[src/rtl/sys_glue_regs.sv]
module sys_glue_regs #(
  parameter int NUM_CPU = 4,
  parameter int ADDR_W  = 16,
  parameter int ID_W    = (NUM_CPU > 1) ? $clog2(NUM_CPU) : 1
) (
  input  logic              clk,
  input  logic              rst_n,
  input  logic              bus_valid,
  input  logic              bus_write,
  input  logic [ADDR_W-1:0] bus_addr,
  input  logic [3:0]        bus_be,
  input  logic [31:0]       bus_wdata,
  input  logic [ID_W-1:0]   bus_req_id,
  output logic [31:0]       bus_rdata,
  output logic              bus_rvalid,
  output logic [NUM_CPU-1:0] irq_out,
  output logic              halt_req,
  output logic [7:0]        exit_code,
  input  logic              in_valid,
  input  logic [7:0]        in_char,
  output logic              in_ack,
  output logic              out_strobe,
  output logic [7:0]        out_char
);
  localparam logic [2:0] W_HALT = 3'd0, W_ID = 3'd1, W_IRQ = 3'd2, W_CNT = 3'd3,
                         W_IDAT = 3'd4, W_ISTAT = 3'd5, W_ODAT = 3'd6, W_OSTAT = 3'd7;

  logic [2:0] word;
  logic       rd, wr, scan, lvl;
  logic [7:0] in_buf, in_stat, out_stat, rd_byte;

  assign word   = bus_addr[4:2];
  assign rd     = bus_valid & ~bus_write;
  assign wr     = bus_valid & bus_write & bus_be[0];
  assign scan   = rd && word == W_ISTAT && in_stat == 8'd0;
  assign in_ack = scan & in_valid;
  assign lvl    = bus_be[1] & (|bus_wdata[15:8]);

  always_comb begin
    case (word)
      W_ID:    rd_byte = {{(8-ID_W){1'b0}}, bus_req_id};
      W_CNT:   rd_byte = 8'(NUM_CPU);
      W_IDAT:  rd_byte = in_buf;
      W_ISTAT: rd_byte = (in_stat != 8'd0) ? in_stat : {7'd0, in_valid};
      W_ODAT:  rd_byte = out_char;
      W_OSTAT: rd_byte = out_stat;
      default: rd_byte = 8'd0;
    endcase
  end

  always_ff @(posedge clk) begin
    if (!rst_n) begin
      bus_rdata  <= '0;
      bus_rvalid <= 1'b0;
      irq_out    <= '0;
      halt_req   <= 1'b0;
      exit_code  <= 8'd0;
      out_strobe <= 1'b0;
      out_char   <= 8'd0;
      out_stat   <= 8'd1;
      in_buf     <= 8'd0;
      in_stat    <= 8'd0;
    end else begin
      halt_req   <= 1'b0;
      out_strobe <= 1'b0;
      bus_rvalid <= rd;
      bus_rdata  <= rd ? {24'd0, rd_byte} : 32'd0;
      if (scan) begin
        in_buf  <= in_valid ? in_char : 8'd0;
        in_stat <= {7'd0, in_valid};
      end
      if (wr) begin
        case (word)
          W_HALT: begin
            halt_req  <= 1'b1;
            exit_code <= bus_wdata[7:0];
          end
          W_IRQ: begin
            for (int k = 0; k < NUM_CPU; k++)
              if (bus_wdata[7:0] == 8'(k)) irq_out[k] <= lvl;
          end
          W_IDAT:  in_buf  <= bus_wdata[7:0];
          W_ISTAT: in_stat <= bus_wdata[7:0];
          W_ODAT: begin
            out_char   <= bus_wdata[7:0];
            out_strobe <= 1'b1;
            out_stat   <= 8'd1;
          end
          W_OSTAT: out_stat <= bus_wdata[7:0];
          default: ;
        endcase
      end
    end
  end
endmodule

[config.mk]
export PLATFORM = sky130hd
export DESIGN_NAME = sys_glue_regs
export DESIGN_NICKNAME = d
export VERILOG_FILES = /design/src/rtl/sys_glue_regs.sv
export SDC_FILE = /design/constraint.sdc
export NUM_CORES = 1
export LEC_CHECK = 0
export CORE_UTILIZATION = 41
export CTS_CLUSTER_SIZE = 8
export DETAILED_ROUTE_END_ITERATION = 7
export PLACE_DENSITY_LB_ADDON = 0.25
export SYNTH_ARGS = -nofsm -noshare
export SYNTH_HDL_FRONTEND = slang
export SYNTH_SLANG_ARGS = --single-unit
[constraint.sdc]
create_clock -name clk -period 1.9 [get_ports clk]
set_input_delay 0.285 -clock clk [delete_from_list [all_inputs] [get_ports clk]]
set_output_delay 0.285 -clock clk [all_outputs]
set_load 0.01 [all_outputs]
=== Yosys cells after proc, flatten, opt, wreduce, memory -nomap -nowiden ===
Index checks and enable logic that the tools add are counted.

* Flip-flop bits (word level): 79
* Latch bits: 0
* RAM bits: 0
* ROM bits: 0
* Input port bits: 67
* Output and inout bits: 56
* Logic and storage cells: 59
* Memories kept: 0

* Add/subtract/negate cells: 0
* Multiply operators: 0
* Divide/modulo/power cells: 0
* Magnitude comparators: 0
* Equality and inequality tests: 10
* Shift operators: 0
* Multiplexer cells: 12
* Bitwise gates (word level): 6
* Reductions and logical operators: 17

{| class="wikitable"
|+ Operators with widths
! operator !! number
|-
| 2-to-1 mux 8 bit || 8
|-
| case mux 8 bit (6 select lines) || 1
|-
| == test 8 x 2 -> 1 bit, second input constant || 2
|-
| zero test 8 bit || 2
|-
| case mux 8 bit (2 select lines) || 1
|-
| == test 3 bit, second input constant || 4
|-
| AND reduction 3 bit || 4
|-
| AND reduction 2 bit || 5
|-
| == test 8 x 1 -> 1 bit, second input constant || 1
|-
| nonzero test 8 bit || 1
|-
| OR reduction 8 bit || 1
|-
| == test 3 x 2 -> 1 bit, second input constant || 2
|-
| bitwise AND 1 bit || 5
|-
| == test 3 x 1 -> 1 bit, second input constant || 1
|-
| zero test 3 bit || 1
|-
| logical AND 1 bit || 2
|-
| 2-to-1 mux 1 bit || 2
|-
| nonzero test 2 bit || 1
|-
| NOT 1 bit || 1
|}

=== Logic depth before layout (Yosys ltp) ===
Gate-level depths: netlist of run 1.

* Depth in word-level cells: 7
* Mapped depth: 6
* Gate-level depth less buffers: 4

=== Worst setup path before layout of run 1 ===
OpenSTA, ideal clock, no wires.

* Path kind: input port to output port
* Start point: in bus_addr[3]
* End point: out in_ack
* Arrival: 1,307 ps
* Data required time: 1,615 ps
* Path slack: 308 ps
* Stages: 4
* Cell sequence: buf_6 nor4b_4 nand4_4 nor2_1

* Cells in the longest elaborated chain, start to end: 4

{| class="wikitable"
|+ Ends and longest elaborated chain
! element !! line !! source
|-
| start: declaration || 10 || <nowiki>input logic [ADDR_W-1:0] bus_addr,</nowiki>
|-
| == test 3 bit || 35 || <nowiki>assign scan = rd && word == W_ISTAT && in_stat == 8'd0;</nowiki>
|-
| logical AND 1 bit (2 in a row) || 35 ||
|-
| bitwise AND 1 bit || 36 || <nowiki>assign in_ack = scan & in_valid;</nowiki>
|-
| end: declaration || 21 || <nowiki>output logic in_ack,</nowiki>
|}

Every way passes these cells.

=== Worst setup path in the final report of run 1 ===
* Start point: in bus_wdata[3]
* End point: reg irq_out[0]

* Cells in the longest elaborated chain, start to end: 2

{| class="wikitable"
|+ Ends and longest elaborated chain
! element !! line !! source
|-
| start: declaration || 12 || <nowiki>input logic [31:0] bus_wdata,</nowiki>
|-
| zero test 8 bit || 80 || <nowiki>if (bus_wdata[7:0] == 8'(k)) irq_out[k] <= lvl;</nowiki>
|-
| AND reduction 3 bit (no line) || - ||
|-
| end signal: indexed assignment || 80 ||
|-
| end: declaration || 16 || <nowiki>output logic [NUM_CPU-1:0] irq_out,</nowiki>
|}

Every way passes these cells.
A chain may end at the register's enable or synchronous reset.

==> impl.org, run 1 <==
** STA
- Final worst path period share :: 0.994
- Highest attainable clock frequency :: 0.530 GHz
- Time the final worst path needs with I/O delays and setup :: 1.89 ns
- Setup violations remaining at the end of the flow were counted as 0.
- Setup repair after global routing left no endpoint under its margin.
- After layout, the worst setup slack is 0.0119 ns.
- Hold Violations, Final :: 0
- The max-slew violation total from the final report came to 0.
- The clock arrives with 0.00634 ns of skew.

** Yosys
- Top cell type's share of synthesized area :: 0.421
- For this run, the number of Yosys warnings is 0.
- Among all flip-flop cells after synthesis, the most frequent one is dfxtp_1.
- The share of the Yosys chip area taken by registers is 0.421.
- The cell area that synthesis handed to floorplanning was 0.00262 mm^2.
- After synthesis, the netlist uses 45 different library cells.
- Synthesized area per cell :: 9.55 um^2
- Fraction of registers with async set or reset after synthesis :: 0
- Counting every instance in the synthesized netlist gives 274.
- Number of synthesized register bits :: 55
- Dominant cells by area after synthesis :: dfxtp_1 (42%), mux2i_1 (8.8%), buf_4 (6.9%), mux4_2 (5.2%), nor2_1 (4.9%)
- Number of synthesized flops with an enable pin :: 0
- The largest total area in the synthesized netlist belongs to dfxtp_1.

** Global route
- Antenna violations before repair :: 0
- For this run, the total global-route usage over all layers was measured as 0.198.
- For this run the aggregate overflow at the end of global routing stands at 0.
- The first global-routing pass estimated 9820 um of wire.
- Maximum number of pins on one net before global-route repair :: 20
- Number of global-route vias before repair :: 1998

** Worst hold path
- In this run the worst hold path is classified as flop to flop.
- Hold-critical path depth :: 2

** Layout
- Share of post-route cells with drive strength above 1 :: 0.175
- At the end of the flow, the number of nets in the layout was 426.
- After routing the design area is 0.00356 mm^2.
- From synthesis to final layout, the design area changed by 35.9%.
- Antenna Cells :: 0
- Leaving out fill and tap cells, the most frequent cells in the layout are clkdlybuf4s50_1 (63), dfxtp_1 (53), nor2_1 (33).
- Final standard cell utilization of the core :: 0.591
- Commonest non-fill, non-tap cell in the layout :: clkdlybuf4s50_1

** Clocking
- Max Buffers Root-to-Sink :: 2
- The H-tree was split into 2 levels.
- Number of buffers added to fix hold violations after cts :: 0
- At the later pin of the worst-skew pair, clock insertion delay measures 0.33 ns.
- After clock tree synthesis, the clock-pin slew on the worst setup and hold paths is 0.10 ns.
- Clk root buf :: clkbuf_8
- Clock tree sinks :: 55
- CTS tree :: done
- Buffers inserted during clock tree synthesis total 5.

** Route
- In this run, the number of DRC markers left after iteration 0 of detailed routing was 154.
- DRT Wirelength :: 6350 um
- Routed wirelength normalized by instance count :: 14.6 um
- Total via count in the routed design :: 2210
- Antenna Nets Post-Route :: 0
- Avg Vias per Cell :: 5.08
- In the routed design, unresolved DRC markers number 0.
- Number of optimization iterations in the first detailed-route pass :: 4

** Outcome
- Outcome :: finished clean

** Pwr
- Across the VDD grid, the largest voltage drop is 0.000381 V.
- Summed over all cells, the static leakage comes to 1.37 nW.
- Total power density per cell area :: 602 mW/mm^2

** Setup path
- Delay of the slowest cell on the worst path :: 0.68 ns
- STA classifies the critical path endpoint as a flop.
- The setup path with the least slack is of type primary input to flop.
- Data arrives at the worst endpoint at 2.10 ns.
- Slowest-stage cell, CP :: or4_4
- STA classifies the critical path startpoint as a primary input.
- Worst-path maximum fanout :: 6
- For the worst setup path, the data required time is 2.12 ns.
- Cell-by-cell listing of the critical path :: clkdlybuf4s50_1 -> or4_4 -> nor4b_2 -> mux2i_1 -> nor2_1
- The number of cells on the worst reg-to-reg path is 5.

** Floorplan
- Die W :: 81.9 um
- Count of standard-cell rows :: 28
- Die Outline Area :: 0.00671 mm^2
- After floorplanning, the core was sized to cover 0.00603 mm^2.
- Ports placed on the boundary :: 123
- Die boundary height :: 81.9 um
- The initial utilization of the core area, before any placement, comes to 0.434.

** Place
- Dpl cell area :: 0.00343 mm^2
- Prior to clock tree synthesis, the placed netlist has a worst setup slack of -0.455 ns.
- Placer congestion estimate :: 0.875
- Port buffer count :: 67
- Detailed placement finished with a half-perimeter wire length of 4680 um.

** Run
- Number of max-cap violations :: 0
-- per-stage QoR --
step | hold WS (ns) | cells | power, mW | TNS [ns]
CTS | 0.488 | 434 | 2.16 | 0
floorplan | 0.421 | 297 | 1.36 | 0
detailed placement | 0.473 | 425 | 1.47 | -6.68
global route | 0.510 | 435 | 2.23 | 0
global placement | 0.469 | 425 | 1.47 | -6.17
finish | 0.489 | 435 | 2.14 | 0
-- timing repair --
action / 4_1_cts / 5_1_grt
resized for setup: 7 / 7
pin swaps: 1 / 3
setup endpoints to repair: 5 / 2
hold endpoints to repair: 0 / 0
setup buffers: 1 / 1
-- routing by layer --
layer | global-route usage | vias to the layer above | share of wire
li1 | - | 1101 | -
met1 | 0.269 | 1014 | 0.47
met2 | 0.307 | 89 | 0.45
met3 | 0.0344 | 6 | 0.075
met4 | 0.0877 | 0 | 0.012
met5 | 0 | - | 0
-- state kept, by name (all words and copies together) (netlist names) --
signal and flops:
bus_rdata 8, exit_code 8, in_buf 8, in_stat 8, out_char 8, out_stat 8
irq_out 4, bus_rvalid 1, halt_req 1, out_strobe 1
-- cell usage after synthesis (2+ instances only) --
library cell and n:
o21ai_1 8, nand2_1 18, nor2_1 34, nand4_1 8, nand2b_1 3, a21oi_1 11, mux4_2 6, or3_1 2
and2_1 2, and3_1 5, dfxtp_1 55, o21ai_0 6, a31oi_1 9, nor4_1 2, clkbuf_1 9, buf_4 24
inv_1 3, nand3b_1 3, nor4_2 4, a22oi_1 7, mux2i_1 23, buf_2 7, nor3_1 3
-- layout make-up --
type,count,area (um^2)
multi-input combinational,196,1340
sequential,55,1110
inverter,4,15.0
timing repair buffer,97,907
clock buffer,5,68.8
fill,540,2470
clock inverter,3,27.5
tap,75,93.8
-- critical path: cells and delay by family --
family | cells | cell delay (ns)
and+or+nand+nor | 3 | 1.02
buffers and inverters | 1 | 0.57
muxes | 1 | 0.22
-- path summary, 6_finish.rpt --
| path | end | slack [ns] | start |
|---|---|---|---|
| worst max-delay path | irq_out[0] | 0.01 | bus_wdata[3] |
| worst min-delay path | in_buf[6] | 0.49 | in_buf[6] |
| worst max register to register | in_buf[3] | 0.33 | in_stat[6] |
| worst min register to register | in_buf[6] | 0.49 | in_buf[6] |
-- power by group --
group | leakage (nW) | internal [mW] | switching, mW
Clock | 0.0467 | 0.274 | 0.419
Combinational | 0.882 | 0.138 | 0.142
Sequential | 0.445 | 1.16 | 0.00712
-- cells by family after synthesis --
group | share of synthesized area
AO/OA/AOI/OAI | 0.102
AND/OR/NAND/NOR | 0.225
multiplexers | 0.144
other | 0.00143
flip-flops | 0.421
buffers and inverters | 0.107
No activity file was read; power rests on OpenSTA's default activity.
==> inputs of run 2 (changes only) <==
Settings changed: CORE_ASPECT_RATIO set to 0.5.
==> run 2 against run 1 <==
  * Critical path depth unchanged
  * Clock-buffer cell count stayed put
  * Fmax is 3.4% higher
  * Routed wire length up 9.1%
  * Combinational power increased by 4%
  * Sequential power barely moved
  * Die area increased by 0.29%
  * Global-route usage grew 1.4 points
  * Critical endpoint is now in_ack
  * Highest routed layer unchanged
==> impl.org, run 2 (synthesized netlist as in run 1, its figures left out) <==
** Floorplan
- The floorplan step defined a die boundary enclosing 0.00673 mm^2.
- 123 I/O pins were placed.
- The floorplan has 20 rows.
- Starting density of the core :: 0.429
- Die boundary height :: 58.5 um
- The die is 115 um wide.
- The floorplan step defined a core boundary enclosing 0.00611 mm^2.

** Setup path
- The setup path with the least slack is of type flop to output pin.
- Top delay family on crit path :: simple AND/OR/NAND/NOR gates
- STA puts the critical path data arrival time at 1.54 ns.
- Slowest-stage cell, CP :: dfxtp_1
- Startpoint types :: flop
- The largest single stage delay on the critical path is 0.33 ns.
- Data required, critical path :: 1.62 ns
- Along the worst path, the maximum fanout reaches 3.
- Cell-by-cell listing of the critical path :: nor4_2 -> buf_4 -> nand4_4 -> nor2_4 -> clkdlybuf4s15_2
- Total buffers and inverters traversed by the critical path :: 2
- Worst Setup End Kind :: output pin

** Route
- Number of optimization iterations in the first detailed-route pass :: 4
- After detailed routing, the average wire length per cell comes to 15.4 um.
- Number of DRC markers in iteration 0 :: 125
- DRT Wirelength :: 6930 um
- The count of nets left with antenna violations once routing finished came out at 0.
- Avg Vias per Cell :: 5.14
- The routed layout has 2319 vias.
- After detailed routing, the number of remaining DRC violations is 0.

** Pwr
- For this design the static power due to leakage is 1.41 nW.
- Final Power :: 2.39 mW
- Dividing total power by cell area gives a power density of 655 mW/mm^2.
- Across the VDD grid, the largest voltage drop is 0.000355 V.

** Place
- Worst setup slack before clock tree synthesis :: -0.461 ns
- The number of placed instances, taps included, is 439.
- The congestion estimate from routability-driven global placement came to 0.822.
- Buffers placed on the I/O ports in this run total 67.
- HPWL after detailed placement :: 5170 um
- After detailed placement, the total cell area comes to 0.00345 mm^2.

** STA
- For this run, the top clock speed supported by timing is 0.547 GHz.
- Setup violations remaining at the end of the flow were counted as 0.
- The max-slew violation total from the final report was 0.
- Worst Setup Slack, final :: 0.0732 ns
- Across the routed clock network, the largest skew measured is 0.00702 ns.
- The smallest clock period supported by the final layout is computed as 1.83 ns.
- Setup_tns :: 0 ns
- Dividing the final minimum period by the clock period gives 0.961.
- The final hold violation count was 0.

** Clocking
- Clk root buf :: clkbuf_16
- Latest clock arrival within the worst-skew pair :: 0.30 ns
- Clock-pin slew was measured on the worst setup and hold paths at 0.07 ns.
- Total clock buffers created by CTS :: 5
- Clock tree sinks :: 55
- Max Buffers Root-to-Sink :: 2
- The H-tree was split into 2 levels.
- CTS tree :: done

** Layout
- The repair_antennas step left the layout with diodes totalling 0.
- Sequential standard cell area :: 0.00110 mm^2
- Non-Filler Instances :: 451
- Final-stage net count :: 429
- Fillcell total :: 519
- The finished cells cover 0.00365 mm^2.
- Area Growth Syn to Fin :: 39.5%
- The library cells used most frequently in the layout, excluding fill and tap cells, are clkdlybuf4s50_1 (63), dfxtp_1 (55), nor2_1 (33).
- Summing all multi-input logic gate instances after layout gives 0.00134 mm^2.
- The library cell used most frequently in the layout, excluding fill and tap cells, is clkdlybuf4s50_1.
- Share of post-route cells with drive strength above 1 :: 0.176

** Global route
- Number of global-route vias before repair :: 2115
- Across every metal layer, demand over resource in global routing totals 0.212.
- Summed over all layers, the global routing overflow is 0.
- First-pass GRT wire length :: 10800 um
- The number of antenna violations at the first check in global routing is 0.
- Entering global routing, the biggest net connects 37 pins.

** Worst hold path
- The tightest min-delay check is of the flop to flop type.

** Outcome
- Outcome :: finished clean

** Run
- Number of max-cap violations :: 0
-- run 2: tightest hold or removal path, stage by stage (launching register included) --
cell and delay (ns):
dfxtp_1 0.33, nand2_1 0.06, a31oi_1 0.06
-- run 2: stage by stage --
stage          utilization  hold WS, ns
4_1_cts              0.595        0.489
3_5_place_dp         0.565        0.475
6_report             0.598        0.495
3_3_place_gp         0.565        0.468
2_1_floorplan            -        0.421
5_1_grt              0.598        0.507
-- run 2: layout make-up --
type | instances | share of cell area
Timing Repair Buffer | 100 | 0.256
Tap cell | 88 | 0.0301
Clock buffer | 5 | 0.0343
Multi-Input combinational cell | 196 | 0.367
Sequential cell | 55 | 0.301
Clock inverter | 3 | 0.00685
Inverter | 4 | 0.00411
-- run 2: final timing paths --
check	from	slack (ns)	cells past startpoint	to
hold / removal	in_buf[7]	0.50	2	in_buf[7]
hold reg to reg	in_buf[7]	0.50	2	in_buf[7]
setup reg to reg	in_stat[4]	0.30	8	in_buf[2]
setup / recovery	in_stat[4]	0.07	5	in_ack
-- run 2: per-layer routing --
| metal | share of wire | track usage | up-vias |
|---|---|---|---|
| li1 | - | - | 1107 |
| met1 | 0.48 | 0.311 | 1093 |
| met2 | 0.43 | 0.318 | 109 |
| met3 | 0.084 | 0.0422 | 10 |
| met4 | 0.010 | 0.0594 | 0 |
| met5 | 0 | 0 | - |
-- run 2: repair_timing --
action / CTS / global route
cloned: 0 / 0
pin swaps: 1 / 3
gates resized for setup: 9 / 1
setup buffers: 2 / 2
hold buffers: 0 / 0
endpoints found under the setup margin: 5 / 2
-- run 2: power breakdown --
group / leakage, nW / internal (mW) / switching [mW]
registers: 0.444 / 1.16 / 0.00753
clock network: 0.0700 / 0.494 / 0.438
logic: 0.901 / 0.143 / 0.148
